## config.mk

```make
export PLATFORM = sky130hd
export DESIGN_NAME = data_latch_loader
export DESIGN_NICKNAME = d
export VERILOG_FILES = /design/src/rtl/dll_pkg.sv /design/src/rtl/lit_stage.sv /design/src/rtl/lit_form.sv /design/src/rtl/data_latch_loader.sv
export SDC_FILE = /design/constraint.sdc
export NUM_CORES = 1
export LEC_CHECK = 0
export BUFFER_PORTS_ARGS = -buffer_cell sky130_fd_sc_hd__buf_2
export CAP_MARGIN = 0
export CORE_MARGIN = 2
export CORE_UTILIZATION = 45
export CTS_CLUSTER_DIAMETER = 30
export DETAILED_ROUTE_END_ITERATION = 10
export PLACE_DENSITY = 0.76
export RECOVER_POWER = 25
export SLEW_MARGIN = 20
export SYNTH_ARGS = -nofsm -noshare
export SYNTH_HDL_FRONTEND = slang
export SYNTH_SLANG_ARGS = --single-unit
```

## constraint.sdc

```tcl
create_clock -name clk -period 1.5 [get_ports clk]
set_input_delay 0.3 -clock clk [delete_from_list [all_inputs] [get_ports clk]]
set_output_delay 0.3 -clock clk [all_outputs]
set_load 0.02 [all_outputs]
```

## src/rtl/dll_pkg.sv

```systemverilog
package dll_pkg;
    typedef enum logic {
        MODE_SHIFT = 1'b0,
        MODE_SEXT  = 1'b1
    } lit_mode_e;

    typedef enum logic {
        ST_EMPTY = 1'b0,
        ST_HELD  = 1'b1
    } stage_st_e;
endpackage

```

## src/rtl/lit_stage.sv

```systemverilog
module lit_stage
    import dll_pkg::*;
#(
    parameter int IMM_W = 19
) (
    input  logic             clk,
    input  logic             rst_n,
    input  logic             od_valid,
    input  lit_mode_e        od_mode,
    input  logic [IMM_W-1:0] od_imm,
    input  logic             od_sign,
    input  logic             od_cancel,
    input  logic             ex_valid,
    input  logic             cap_valid,
    output logic             ready,
    output logic             fire,
    output logic             bad_exec,
    output lit_mode_e        st_mode,
    output logic [IMM_W-1:0] st_imm,
    output logic             st_sign
);
    stage_st_e state, state_nx;
    logic      accept;

    always_comb begin
        state_nx = state;
        unique case (state)
            ST_EMPTY: if (od_valid) state_nx = ST_HELD;                         // STAGE
            ST_HELD:  if ((ex_valid && !cap_valid) || od_cancel) state_nx = ST_EMPTY; // CONSUME / DROP
            default:  state_nx = ST_EMPTY;
        endcase
    end

    always_ff @(posedge clk) begin
        if (!rst_n) state <= ST_EMPTY;
        else        state <= state_nx;
    end

    always_comb begin
        ready    = 1'b0;
        fire     = 1'b0;
        bad_exec = 1'b0;
        accept   = 1'b0;
        unique case (state)
            ST_EMPTY: begin
                ready    = 1'b1;
                accept   = od_valid;
                bad_exec = ex_valid && !cap_valid;
            end
            ST_HELD: fire = ex_valid && !cap_valid;
            default: ;
        endcase
    end

    always_ff @(posedge clk) begin
        if (!rst_n) begin
            st_mode <= MODE_SHIFT;
            st_imm  <= '0;
            st_sign <= 1'b0;
        end else if (accept) begin
            st_mode <= od_mode;
            st_imm  <= od_imm;
            st_sign <= od_sign;
        end
    end

    AST_HELD_KEEPS_LITERAL: assert property (@(posedge clk) disable iff (!rst_n)
        (state == ST_HELD && !ex_valid && !od_cancel) |=> (state == ST_HELD && $stable(st_imm) && $stable(st_sign)));
    AST_FIRE_EMPTIES: assert property (@(posedge clk) disable iff (!rst_n)
        fire |=> ready);
endmodule

```

## src/rtl/lit_form.sv

```systemverilog
module lit_form
    import dll_pkg::*;
#(
    parameter int WORD_W  = 37,
    parameter int SHIFT_W = 19,
    parameter int LOAD_W  = 14
) (
    input  lit_mode_e          mode,
    input  logic [SHIFT_W-1:0] imm,
    input  logic               sign,
    input  logic [WORD_W-1:0]  cur,
    output logic [WORD_W-1:0]  nxt
);
    localparam int KEEP_W = WORD_W - SHIFT_W;
    localparam int FILL_W = WORD_W - LOAD_W;

    always_comb begin
        unique case (mode)
            MODE_SHIFT: nxt = {cur[KEEP_W-1:0], imm};
            MODE_SEXT:  nxt = {{FILL_W{sign}}, imm[LOAD_W-1:0]};
            default:    nxt = cur;
        endcase
    end
endmodule

```

## src/rtl/data_latch_loader.sv

```systemverilog
module data_latch_loader
    import dll_pkg::*;
#(
    parameter int WORD_W  = 37,
    parameter int SHIFT_W = 19,
    parameter int LOAD_W  = 14
) (
    input  logic               clk,
    input  logic               rst_n,
    input  logic               od_valid,
    input  logic               od_mode,
    input  logic [SHIFT_W-1:0] od_imm,
    input  logic               od_sign,
    input  logic               od_cancel,
    output logic               od_ready,
    input  logic               ex_valid,
    input  logic               cap_valid,
    input  logic [WORD_W-1:0]  cap_data,
    output logic [WORD_W-1:0]  latch_q,
    output logic               ex_err
);
    lit_mode_e          st_mode;
    logic [SHIFT_W-1:0] st_imm;
    logic               st_sign, fire, bad_exec;
    logic [WORD_W-1:0]  formed;

    lit_stage #(.IMM_W(SHIFT_W)) u_stage (
        .clk(clk), .rst_n(rst_n), .od_valid(od_valid),
        .od_mode(lit_mode_e'(od_mode)), .od_imm(od_imm), .od_sign(od_sign),
        .od_cancel(od_cancel), .ex_valid(ex_valid), .cap_valid(cap_valid),
        .ready(od_ready), .fire(fire), .bad_exec(bad_exec),
        .st_mode(st_mode), .st_imm(st_imm), .st_sign(st_sign)
    );

    lit_form #(.WORD_W(WORD_W), .SHIFT_W(SHIFT_W), .LOAD_W(LOAD_W)) u_form (
        .mode(st_mode), .imm(st_imm), .sign(st_sign), .cur(latch_q), .nxt(formed)
    );

    always_ff @(posedge clk) begin
        if (!rst_n) begin
            latch_q <= '0;
            ex_err  <= 1'b0;
        end else begin
            ex_err <= bad_exec;
            if (cap_valid)  latch_q <= cap_data;
            else if (fire)  latch_q <= formed;
        end
    end

    AST_CAPTURE_WINS: assert property (@(posedge clk) disable iff (!rst_n)
        cap_valid |=> (latch_q == $past(cap_data)));
    AST_ERR_SOURCE: assert property (@(posedge clk) disable iff (!rst_n)
        ex_err |-> $past(od_ready && ex_valid && !cap_valid));
    AST_QUIET_HOLD: assert property (@(posedge clk) disable iff (!rst_n)
        (!cap_valid && !(ex_valid && !od_ready)) |=> $stable(latch_q));
    AST_SHIFT_LOW: assert property (@(posedge clk) disable iff (!rst_n)
        (fire && st_mode == MODE_SHIFT) |=> (latch_q[SHIFT_W-1:0] == $past(st_imm)));
endmodule

```

Yosys cells after proc, flatten, opt, wreduce, memory -nomap -nowiden
Index checks and enable logic that the tools add are counted.
Word-level totals
  flip-flop bits (word level): 60
  latch bits: 0
  memory bits (writable): 0
  memory bits (read-only): 0
  bits of input ports: 64
  output and inout bits: 39
  logic and storage cells: 23
  memories: 0
Operators by class
  $add $sub $neg: 0
  $mul: 0
  div/mod/pow operators: 0
  $lt $le $gt $ge: 0
  equality and inequality tests: 0
  shift operators: 0
  multiplexer cells: 9
  bitwise operators: 3
  reduce and logical (&&, ||, !) cells: 5
Operators by type and width (number)
  37-bit two-way mux: 2
  37-bit case mux with 2 select lines: 1
  1-bit two-way mux: 5
  1-bit inverter: 3
  1-bit case mux with 2 select lines: 1
  2-bit nonzero test: 1
  2-bit OR reduction: 1
  1-bit logical AND: 1
  1-bit logical NOT: 1
  1-bit logical OR: 1

Longest topological paths before layout
  depth after elaboration: 5
  gate-level depth with buffers: 5
  mapped depth without buffers: 3

Hierarchy
From an unflattened synthesis, not the netlist that was laid out.
Unflattened totals
  cells, all modules: 306
  area, all modules: 3378.2 µm²
Modules (own cells, without submodules)
  data_latch_loader: instances 1, cells each 166, area each 2045.7 µm², sequential area each 760.7 µm²
  lit_stage: instances 1, cells each 99, area each 938.4 µm², sequential area each 440.4 µm²
  lit_form: instances 1, cells each 41, area each 394.1 µm², sequential area each 0.0 µm²

Worst setup path before layout
No wires, ideal clock.
  kind: register to register
  start: register u_stage.state
  end: register latch_q[20]
  library setup time: 0.129 ns
  arrival: 0.989 ns
  data required time: 1.371 ns
  setup slack: 0.383 ns
  cell stages (with the launch flop): 6
  buffers on the path: 2
  clock period less this slack: 1.117 ns
  path through: dfxtp_1 -> and2_1 -> buf_6 -> buf_6 -> o311ai_1 -> a21oi_1
On the way
  cells in the longest elaborated chain, start to end: 2
RTL lines
  start, declared: line lit_stage.sv:22  | stage_st_e state, state_nx;
  start signal, assigned: line lit_stage.sv:36  | else state <= state_nx;
  1-bit two-way mux: line lit_stage.sv:44  | unique case (state)
  2-bit nonzero test (no source line)
  end signal, assigned: line data_latch_loader.sv:45  | if (cap_valid) latch_q <= cap_data;
  end signal, assigned: line data_latch_loader.sv:46  | else if (fire) latch_q <= formed;
  end, declared: line data_latch_loader.sv:19  | output logic [WORD_W-1:0] latch_q,
No other way between the ends.
A chain may end at the register's enable or synchronous reset.

Worst setup path after layout
  start: register u_stage.state
  end: output port od_ready
On the way
  cells in the longest elaborated chain, start to end: 1
RTL lines
  1-bit two-way mux: line lit_stage.sv:44
  end, declared: line data_latch_loader.sv:15  | output logic od_ready,
No other way between the ends.

==> results.tsv <==
stage	metric	value	unit
timing	rsz0062_at_grt	false	
route	drt_wl_total	6650	um
timing	final-setup-viol-count	0	
power	switching_power	0.987	mW
flow_run	maxCapViolCount	0	
power	p_int	2.62	mW
setup_path	cp-start-kind	flop	
clock_tree	insertion_delay	330	ps
synth	ys_ff_latch	60	
timing	finalSetupTns	0	ps
route	route.detailed.drc	0	
clock_tree	cts_htree_levels	3	
worst_hold_path	hold_class	in2reg	
clock_tree	cts_buffer_depth	2	
clock_tree	post_cts_buffers	0	
clock_tree	clkSinkCount	60	
final_layout	fin_area	0.00334	mm2
route	ant_nets	0	
timing	slew_viol_final	0	
place	dpl-instance-area	0.00320	mm2
route	top_layer_used	met4	
route	vias	2578	
setup_path	end_kind	output pin	
timing	clock_skew	7.62	ps
final_layout	drive_above_1_share	25.1	%
synth	seq_area_frac_synth	45.6	%
floorplanning	fp-row-count	27	
power	finalPower	3.60	mW
route	wl_met1	3010	um
clock_tree	path_clk_slew	70	ps
power	clkPwrFrac	35.0	%
clock_tree	cts_resized	0	
floorplanning	core_region_area	0.00557	mm2
final_layout	nets	490	
timing	tightestPinTransition	378	ps
setup_path	r2r-start	u_stage.state	
power	p_seq_share	49.4	%
floorplanning	die_area	0.00648	mm2
clock_tree	cts_inserted_buffers	9	
global_route	grt_pass1_wl	11000	um
floorplanning	dieWidth	80.5	um
synth	synth_cell_type_count	25	
outcome	status	finished, final reports clean	
setup_path	worstPathMaxFanout	7	
setup_path	worst_setup_path_startpoint	u_stage.state	
global_route	grt_overflow	0	
timing	hold_viol_final	0	
synth	syn_inst	327	
floorplanning	start_util	47.3	%
worst_hold_path	min_from	cap_data[36]	
power	pwr-share-comb	15.6	%
power	swShare	27.4	%
global_route	grt.total_usage	22.1	%
power	leakage	1.43	nW
floorplanning	fp.dieH	80.5	um
route	viasPerCell	5.14	
synth	syn_area_per_cell	8.05	um2
place	io_buffers	102	
power	power.density	1080	mW/mm2
setup_path	cp.arrival	1050	ps
place	post-place-cells	487	
route	first_pass_iters	4	
global_route	antenna_found_initial	0	
timing	min_period_over_period	89.9	%
global_route	grt_max_degree	37	
clock_tree	tritoncts	yes	
route	wl_per_cell	13.2	um
global_route	grt_pass1_vias	2314	
timing	max_freq	741	MHz
route	met3_length	544	um
place	place.gp.congestion	0.851	
clock_tree	cts-hold-fix-buffers	0	
place	detailed_place_hpwl	4860	um
power	peakVddDrop	0.719	mV
route	wl_met2	2970	um
clock_tree	cts_root_buf	clkbuf_8	
synth	syn-cell-area	0.00263	mm2
timing	fin_crit	1350	ps
final_layout	diodes	0	
route	drt_iter0_drc	125	
synth	yosysWarnings	0	
final_layout	syn_to_final_growth	26.8	%
setup_path	critPathKind	reg2out	
timing	max_slew_margin	74.5	%
synth	syn_nets	391	
floorplanning	pin_count	103	
setup_path	required	1200	ps
final_layout	fin_cells	502	
[critical path: stages (launching register included)]
cell	delay, ps
dfxtp_1	440
inv_1	110
buf_2	170
[cell usage after synthesis (all sizes together)]
| cell | count | area [um2] |
|---|---|---|
| o21a | 1 | 7.51 |
| nor2b | 7 | 43.8 |
| nor2 | 1 | 6.26 |
| inv | 2 | 7.51 |
| nand2 | 86 | 323 |
| clkbuf | 8 | 30.0 |
| nand2b | 15 | 93.8 |
| and2b | 11 | 82.6 |
| buf | 18 | 121 |
| a21boi | 22 | 165 |
| or2b | 2 | 15.0 |
| nand3b | 1 | 11.3 |
| a21oi | 8 | 40.0 |
| and3 | 1 | 6.26 |
| o311ai | 9 | 78.8 |
| dfxtp | 60 | 1200 |
| o21ai | 42 | 210 |
| a31oi | 14 | 87.6 |
| a21o | 1 | 7.51 |
| and2 | 3 | 20.0 |
| nor3 | 15 | 75.1 |
[through the flow]
step | setup slack (ps) | utilization, % | hold slack [ps]
floorplan | 383 | - | 415
global placement | 168 | 57.4 | 451
detailed placement | 59.5 | 57.4 | 459
CTS | 19.3 | 60.4 | 156
global route | 81.5 | 59.9 | 167
finish | 151 | 59.9 | 166
[state kept, by name (all words and copies together) (netlist names)]
name / flops
u_stage.state: 1
u_stage.st_imm: 19
u_stage.st_sign: 1
u_stage.st_mode: 1
latch_q: 37
ex_err: 1
[final timing paths]
check                                          end  slack [ps]  cells past startpoint
worst max-delay path                      od_ready         150                      2
worst min-delay path                   latch_q[36]         170                      3
worst max register to register         latch_q[18]         220                      4
worst min register to register  u_stage.st_imm[10]         470                      2
[layer usage]
| layer | vias to the layer above | track usage [%] |
|---|---|---|
| li1 | 1311 | - |
| met3 | 13 | 6.07 |
| met5 | - | 0 |
| met4 | 0 | 9.66 |
| met2 | 112 | 31.9 |
| met1 | 1142 | 30.7 |
[placed cells by master (no fill, tap or decap), drive strengths merged, types with 2 or more instances in the layout]
cell    count
clkbuf     36
nand2      86
buf        91
nand2b     15
and2b      11
dfxtp      60
or2b        2
nor2b       7
a21boi     22
inv         2
clkinv      2
o21ai      42
o311ai      9
nor3       15
a31oi      14
a21oi       8
and2        3
[cells by family (layout without fill, tap and decap cells)]
| family | count (synthesis) | in the layout | share of synthesized area, % |
|---|---|---|---|
| AO/OA/AOI/OAI | 97 | 97 | 22.7 |
| buffers and inverters | 28 | 131 | 6.03 |
| flip-flops | 60 | 60 | 45.6 |
| AND/OR/NAND/NOR | 142 | 142 | 25.7 |
[power groups by stage]
| stage | Combinational (mW) | Sequential, mW | Clock, mW |
|---|---|---|---|
| 3_5_place_dp | 0.577 | 1.81 | 0 |
| 6_report | 0.563 | 1.78 | 1.26 |
| 3_3_place_gp | 0.572 | 1.81 | 0 |
| 5_1_grt | 0.630 | 1.79 | 1.36 |
| 4_1_cts | 0.580 | 1.78 | 1.28 |
| 2_1_floorplan | 0.267 | 1.89 | 0 |
[area by class of cell]
cell class	instances	area, um2
clock inverters	2	10.0
fillers	521	2230
well taps	72	90.1
flip-flops and latches	60	1200
clock buffers	13	159
inverters	2	7.51
multi-input cells	239	1270
repair buffers	114	597
Note: power is estimated with default switching activity, not from simulation.
